### src/rtl/edge_cap_pkg.sv
package edge_cap_pkg;

  localparam int BYTE_W = 8;
  typedef logic [BYTE_W-1:0] byte_t;

  typedef enum logic [2:0] {
    RG_DIR,
    RG_ARM,
    RG_FLAG,
    RG_SUM,
    RG_NONE
  } reg_region_e;

  // Which register group a byte index falls into.
  function automatic reg_region_e region_of(input int idx, input int nports);
    if (idx < nports)          return RG_DIR;
    else if (idx < 2 * nports) return RG_ARM;
    else if (idx < 3 * nports) return RG_FLAG;
    else if (idx == 3 * nports) return RG_SUM;
    else                       return RG_NONE;
  endfunction

  // Port number inside a group (meaningful for the three byte groups).
  function automatic int port_of(input int idx, input int nports);
    return idx % nports;
  endfunction

  // Lines that saw an armed transition in the chosen direction.
  function automatic byte_t edge_hits(input byte_t dir, input byte_t arm,
                                      input byte_t now_lvl, input byte_t old_lvl);
    byte_t up, down;
    up   = now_lvl & ~old_lvl;
    down = ~now_lvl & old_lvl;
    return arm & ((dir & up) | (~dir & down));
  endfunction

  // Flag update: a host write masks the byte, and fresh hits always land.
  function automatic byte_t flag_next(input byte_t flag, input logic host_we,
                                      input byte_t wdata, input byte_t hit);
    byte_t kept;
    kept = host_we ? (flag & wdata) : flag;
    return kept | hit;
  endfunction

endpackage

### src/rtl/ecu_sync.sv
module ecu_sync #(
  parameter int W      = 24,
  parameter int STAGES = 2
) (
  input  logic         clk,
  input  logic         rst_n,
  input  logic [W-1:0] d_raw,
  output logic [W-1:0] d_sync
);

  logic [W-1:0] stg [STAGES];

  genvar s;
  generate
    for (s = 0; s < STAGES; s++) begin : g_stage
      always_ff @(posedge clk or negedge rst_n) begin
        if (!rst_n) begin
          stg[s] <= '0;
        end else begin
          if (s == 0) stg[s] <= d_raw;
          else        stg[s] <= stg[(s == 0) ? 0 : s - 1];
        end
      end
    end
  endgenerate

  assign d_sync = stg[STAGES-1];

endmodule

### src/rtl/ecu_port.sv
module ecu_port
  import edge_cap_pkg::*;
(
  input  logic  clk,
  input  logic  rst_n,
  input  byte_t lvl,
  input  logic  dir_we,
  input  logic  arm_we,
  input  logic  flag_we,
  input  byte_t wdata,
  output byte_t dir_q,
  output byte_t arm_q,
  output byte_t flag_q,
  output byte_t hit
);

  byte_t prev_q;

  always_ff @(posedge clk or negedge rst_n) begin
    if (!rst_n) prev_q <= '0;
    else        prev_q <= lvl;
  end

  always_ff @(posedge clk or negedge rst_n) begin
    if (!rst_n) begin
      dir_q <= '0;
      arm_q <= '0;
    end else begin
      if (dir_we) dir_q <= wdata;
      if (arm_we) arm_q <= wdata;
    end
  end

  assign hit = edge_hits(dir_q, arm_q, lvl, prev_q);

  always_ff @(posedge clk or negedge rst_n) begin
    if (!rst_n) flag_q <= '0;
    else        flag_q <= flag_next(flag_q, flag_we, wdata, hit);
  end

endmodule

### src/rtl/edge_irq_capture.sv
module edge_irq_capture
  import edge_cap_pkg::*;
#(
  parameter int NUM_PORTS   = 3,
  parameter int SYNC_STAGES = 2,
  parameter int IDX_W       = 4
) (
  input  logic                        clk,
  input  logic                        rst_n,
  input  logic [NUM_PORTS*BYTE_W-1:0] pin_lvl,
  input  logic [IDX_W-1:0]            reg_idx,
  input  logic                        reg_we,
  input  logic [BYTE_W-1:0]           reg_wdata,
  output logic [BYTE_W-1:0]           reg_rdata,
  output logic [NUM_PORTS-1:0]        pend_sum,
  output logic                        irq_o
);

  localparam int LINES = NUM_PORTS * BYTE_W;

  logic [LINES-1:0]     lvl_sync;
  logic [LINES-1:0]     hit_all;
  logic [LINES-1:0]     flag_all;
  logic [LINES-1:0]     arm_all;
  logic [NUM_PORTS-1:0] wr_dir, wr_arm, wr_flag;

  byte_t dir_b  [NUM_PORTS];
  byte_t arm_b  [NUM_PORTS];
  byte_t flag_b [NUM_PORTS];

  reg_region_e sel_region;
  int          sel_port;

  always_comb begin
    sel_region = region_of(int'(reg_idx), NUM_PORTS);
    sel_port   = port_of(int'(reg_idx), NUM_PORTS);
  end

  ecu_sync #(.W(LINES), .STAGES(SYNC_STAGES)) u_sync (
    .clk    (clk),
    .rst_n  (rst_n),
    .d_raw  (pin_lvl),
    .d_sync (lvl_sync)
  );

  genvar p;
  generate
    for (p = 0; p < NUM_PORTS; p++) begin : g_port
      assign wr_dir[p]  = reg_we && (sel_region == RG_DIR)  && (sel_port == p);
      assign wr_arm[p]  = reg_we && (sel_region == RG_ARM)  && (sel_port == p);
      assign wr_flag[p] = reg_we && (sel_region == RG_FLAG) && (sel_port == p);

      ecu_port u_port (
        .clk     (clk),
        .rst_n   (rst_n),
        .lvl     (lvl_sync[p*BYTE_W +: BYTE_W]),
        .dir_we  (wr_dir[p]),
        .arm_we  (wr_arm[p]),
        .flag_we (wr_flag[p]),
        .wdata   (reg_wdata),
        .dir_q   (dir_b[p]),
        .arm_q   (arm_b[p]),
        .flag_q  (flag_b[p]),
        .hit     (hit_all[p*BYTE_W +: BYTE_W])
      );

      assign flag_all[p*BYTE_W +: BYTE_W] = flag_b[p];
      assign arm_all[p*BYTE_W +: BYTE_W]  = arm_b[p];
      assign pend_sum[p] = |flag_b[p];
    end
  endgenerate

  assign irq_o = |pend_sum;

  always_comb begin
    reg_rdata = '0;
    if (sel_region == RG_SUM) begin
      reg_rdata = BYTE_W'(pend_sum);
    end else begin
      for (int q = 0; q < NUM_PORTS; q++) begin
        if (sel_port == q) begin
          case (sel_region)
            RG_DIR:  reg_rdata = dir_b[q];
            RG_ARM:  reg_rdata = arm_b[q];
            RG_FLAG: reg_rdata = flag_b[q];
            default: reg_rdata = '0;
          endcase
        end
      end
    end
  end

endmodule

### config.mk
export PLATFORM = sky130hd
export DESIGN_NAME = edge_irq_capture
export DESIGN_NICKNAME = d
export VERILOG_FILES = /design/src/rtl/edge_cap_pkg.sv /design/src/rtl/ecu_sync.sv /design/src/rtl/ecu_port.sv /design/src/rtl/edge_irq_capture.sv
export SDC_FILE = /design/constraint.sdc
export NUM_CORES = 1
export LEC_CHECK = 0
export CAP_MARGIN = 15
export CORE_MARGIN = 2
export CORE_UTILIZATION = 45
export DETAILED_ROUTE_END_ITERATION = 10
export DONT_BUFFER_PORTS = 1
export PLACE_DENSITY = 0.67
export SYNTH_ARGS = -nofsm -noshare
export SYNTH_HDL_FRONTEND = slang
export SYNTH_SLANG_ARGS = --single-unit
### constraint.sdc
create_clock -name clk -period 5.4 [get_ports clk]
set_input_delay 1.08 -clock clk [delete_from_list [all_inputs] [get_ports clk]]
set_output_delay 1.08 -clock clk [all_outputs]
set_load 0.03 [all_outputs]
==> flow_summary.ini <==
[critical_path]
worstPathArrival_ns = 4.23
end_kind = output pin
cp-startpoint = reg_idx[3]
crit_required_ns = 4.32
critPathMaxFanout = 12
path_class = in2out
r2r-start = g_port[2].u_port.dir_q[0]$_DFFE_PN0P_
critPathLaunchType = input pin

[timing]
max_slew.worst_pin.slew_ns = 0.679
rsz0062_at_grt = no
skew_ns = 0.00359
finalCriticalPeriod_ns = 5.31
finalCritPeriodShare_pct = 98.4
maxSlewViolCount = 0
max_freq_ghz = 0.188
slew_headroom_pct = 54.7
hold_viol_final = 0
fin_ws_ns = 0.0858
hold_slack_ns = 0.343
finalSetupViolations = 0

[power]
peakVddDrop_mv = 0.256
pwr-share-seq_pct = 47.0
p_switching_uw = 778
p_clk_share_pct = 37.6
sw_frac_of_total_pct = 27.0
power_mw = 2.88
p_int_mw = 2.10
p_leak_nw = 3.03
power.density_nw_per_um2 = 392
combPwrFrac_pct = 15.4

[clock_tree]
root_buffer = clkbuf_16
clock_sinks = 144
cts_tree = yes
postCtsHoldBufs = 0
cts_buffers = 17
htreeDepth = 4
worstSkewPairLatency_ns = 0.42
clock_path_buffers = 2
clkTransAtPathRegs_ns = 0.05

[placed_design]
dp.cells = 729
io_buffers = 0
dp_slack_ns = -0.0387
place_area_um2 = 6700
dp_hpwl_um = 9990
place.gp.congestion = 0.901

[run_status]
outcome = finished, final reports clean

[finish]
final_cell_mix = dfrtp_1, nand2_1, mux2_2, nor2_1, buf_4
final_common_cell = dfrtp_1
nFillCells = 1161
multi_input_area_um2 = 2590
finalNetCount = 619
seq_area_um2 = 3600
stdcell_area_um2 = 7350
stdcell_count = 767
diodes = 0
drive_above_1_share_pct = 24.5
area_growth_syn_to_layout_pct = 17.3

[routing]
vias = 4602
ant_nets = 0
wl_per_cell_um = 19.8
drt_iter0_markers = 617
wl_um = 15200
firstDrtPassIters = 9
via_per_inst = 6.00
route.detailed.drc = 0

[yosys]
yosys_warnings = 0
ys_ff_latch = 144
synth_area_um2 = 6260
synth-simple-area-share_pct = 14.7
synth_cells = 543
syn_nets = 586
post-synth-top-area-cell = dfrtp_1
synthMuxAreaShare_pct = 9.33
avgSynthCellArea_um2 = 11.5
netlist.area_leader.share_pct = 57.5
synth_top_family_by_area = compound AO/OA/AOI/OAI gates
synthAdderAreaFrac_pct = 0.799
synth_xor_area_share_pct = 0.140
yosys-top-cells-area = dfrtp_1, mux2_2, nand2_1
synth_compound_area_share_pct = 15.4
ys_seq_area_share_pct = 57.5
yosysUniqueCellTypes = 47

[die]
io_pins = 51
rows = 43
start_util_pct = 45.7
dieWidth_um = 122
dieArea_um2 = 14900
coreArea_um2 = 13700
die_h_um = 122

[global_route]
grt_max_degree = 145
track_usage_pct = 21.6
grt_pass1_vias = 4493
grt.overflow.total = 0
grt_pass1_wl_um = 24000
antenna_found_initial = 0

[hold_path]
min_from = u_sync.stg[27]$_DFF_PN0_
hp-class = reg2reg

[job]
cap_violations = 0
stage by stage:
| step | setup TNS (ns) | utilization [%] |
|---|---|---|
| 6_report | 0 | 53.6 |
| 5_1_grt | 0 | 53.6 |
| 4_1_cts | 0 | 52.9 |
| 3_5_place_dp | -0.0387 | 48.8 |
| 3_3_place_gp | 0 | 48.8 |
| 2_1_floorplan | 0 | - |
cells in the mapped netlist (all sizes together):
cell / number
o21a: 8
or4: 2
nand2b: 3
nor4bb: 1
a222oi: 24
o31ai: 3
nor3b: 2
or3: 3
o22ai: 4
ha: 4
o41ai: 24
dfrtp: 144
mux2: 51
nor2: 34
a211oi: 3
nor4: 12
o31a: 1
nand4: 1
a22o: 5
a22oi: 1
o221ai: 11
o2111ai: 1
o21bai: 1
o21ai: 28
nor3: 3
inv: 8
clkbuf: 17
or2: 9
a31oi: 1
buf: 6
a21oi: 4
a21o: 1
or3b: 2
nand3b: 2
nor2b: 2
mux2i: 1
o2bb2ai: 3
nand3: 3
a211o: 1
nand2: 108
xnor2: 1
cell type report:
class | count | share of cell area (%)
Inverter | 8 | 0.443
Sequential cell | 144 | 49.0
Timing Repair Buffer | 37 | 4.73
Clock inverter | 6 | 0.783
Multi-Input combinational cell | 368 | 35.3
Clock buffer | 24 | 6.69
Tap cell | 180 | 3.06
power by group through the flow:
stage / Clock [mW] / Combinational [mW] / Sequential (mW)
after global routing: 1.15 / 0.483 / 1.38
after CTS: 1.11 / 0.427 / 1.35
after floorplan: 0 / 0.332 / 1.33
final: 1.08 / 0.442 / 1.36
after detailed placement: 0 / 0.423 / 1.37
after global placement: 0 / 0.411 / 1.36
sequential cells by signal (all words and copies together), names as in the netlist:
| signal | count |
|---|---|
| g_port.u_port.arm_q | 24 |
| g_port.u_port.dir_q | 24 |
| g_port.u_port.flag_q | 24 |
| g_port.u_port.prev_q | 24 |
| u_sync.d_sync | 24 |
| u_sync.stg | 24 |
critical path, cell delays in order:
cell,delay (ns)
nand2b_4,0.13
inv_4,0.05
ha_4,0.17
ha_4,0.18
or3_1,0.31
nand3_1,0.14
inv_2,0.08
ha_1,0.20
a211o_1,0.33
or4_4,0.61
buf_4,0.19
buf_4,0.13
o221ai_1,0.17
o21a_1,0.17
o21a_1,0.17
buf_12,0.13
kinds of logic after synthesis:
group | Yosys count
DFF | 144
AOI/OAI and AO/OA | 124
and+or+nand+nor | 187
xor gates and xnor gates | 1
buffers and inverters | 31
adders and majority gates | 4
muxes | 52
worst paths after layout:
| kind | endpoint | slack [ns] | cells past startpoint |
|---|---|---|---|
| setup reg to reg | g_port[2].u_port.flag_q[0]$_DFF_PN0_ | 4.46 | 4 |
| hold / removal | u_sync.d_sync[3]$_DFF_PN0_ | 0.34 | 0 |
| setup / recovery | reg_rdata[3] | 0.09 | 16 |
| min in group asynchronous | u_sync.d_sync[0]$_DFF_PN0_ | 0.36 | 0 |
| hold reg to reg | u_sync.d_sync[3]$_DFF_PN0_ | 0.34 | 0 |
| max in group asynchronous | u_sync.stg[35]$_DFF_PN0_ | 4.78 | 0 |
routing by layer:
| metal | track usage [%] | wire [um] | up-vias |
|---|---|---|---|
| li1 | - | - | 2096 |
| met1 | 28.5 | 6380 | 2250 |
| met2 | 31.6 | 6960 | 210 |
| met3 | 6.84 | 1260 | 46 |
| met4 | 12.1 | 631 | 0 |
| met5 | 0 | 0 | - |
repair_timing:
action	4_1_cts	5_1_grt
gates cloned	0	0
hold endpoints to repair	0	0
pin swaps	1	5
buffers inserted	0	8
endpoints found under the setup margin	1	7
gates resized for setup	3	10
(Power assumes the default switching activity.)
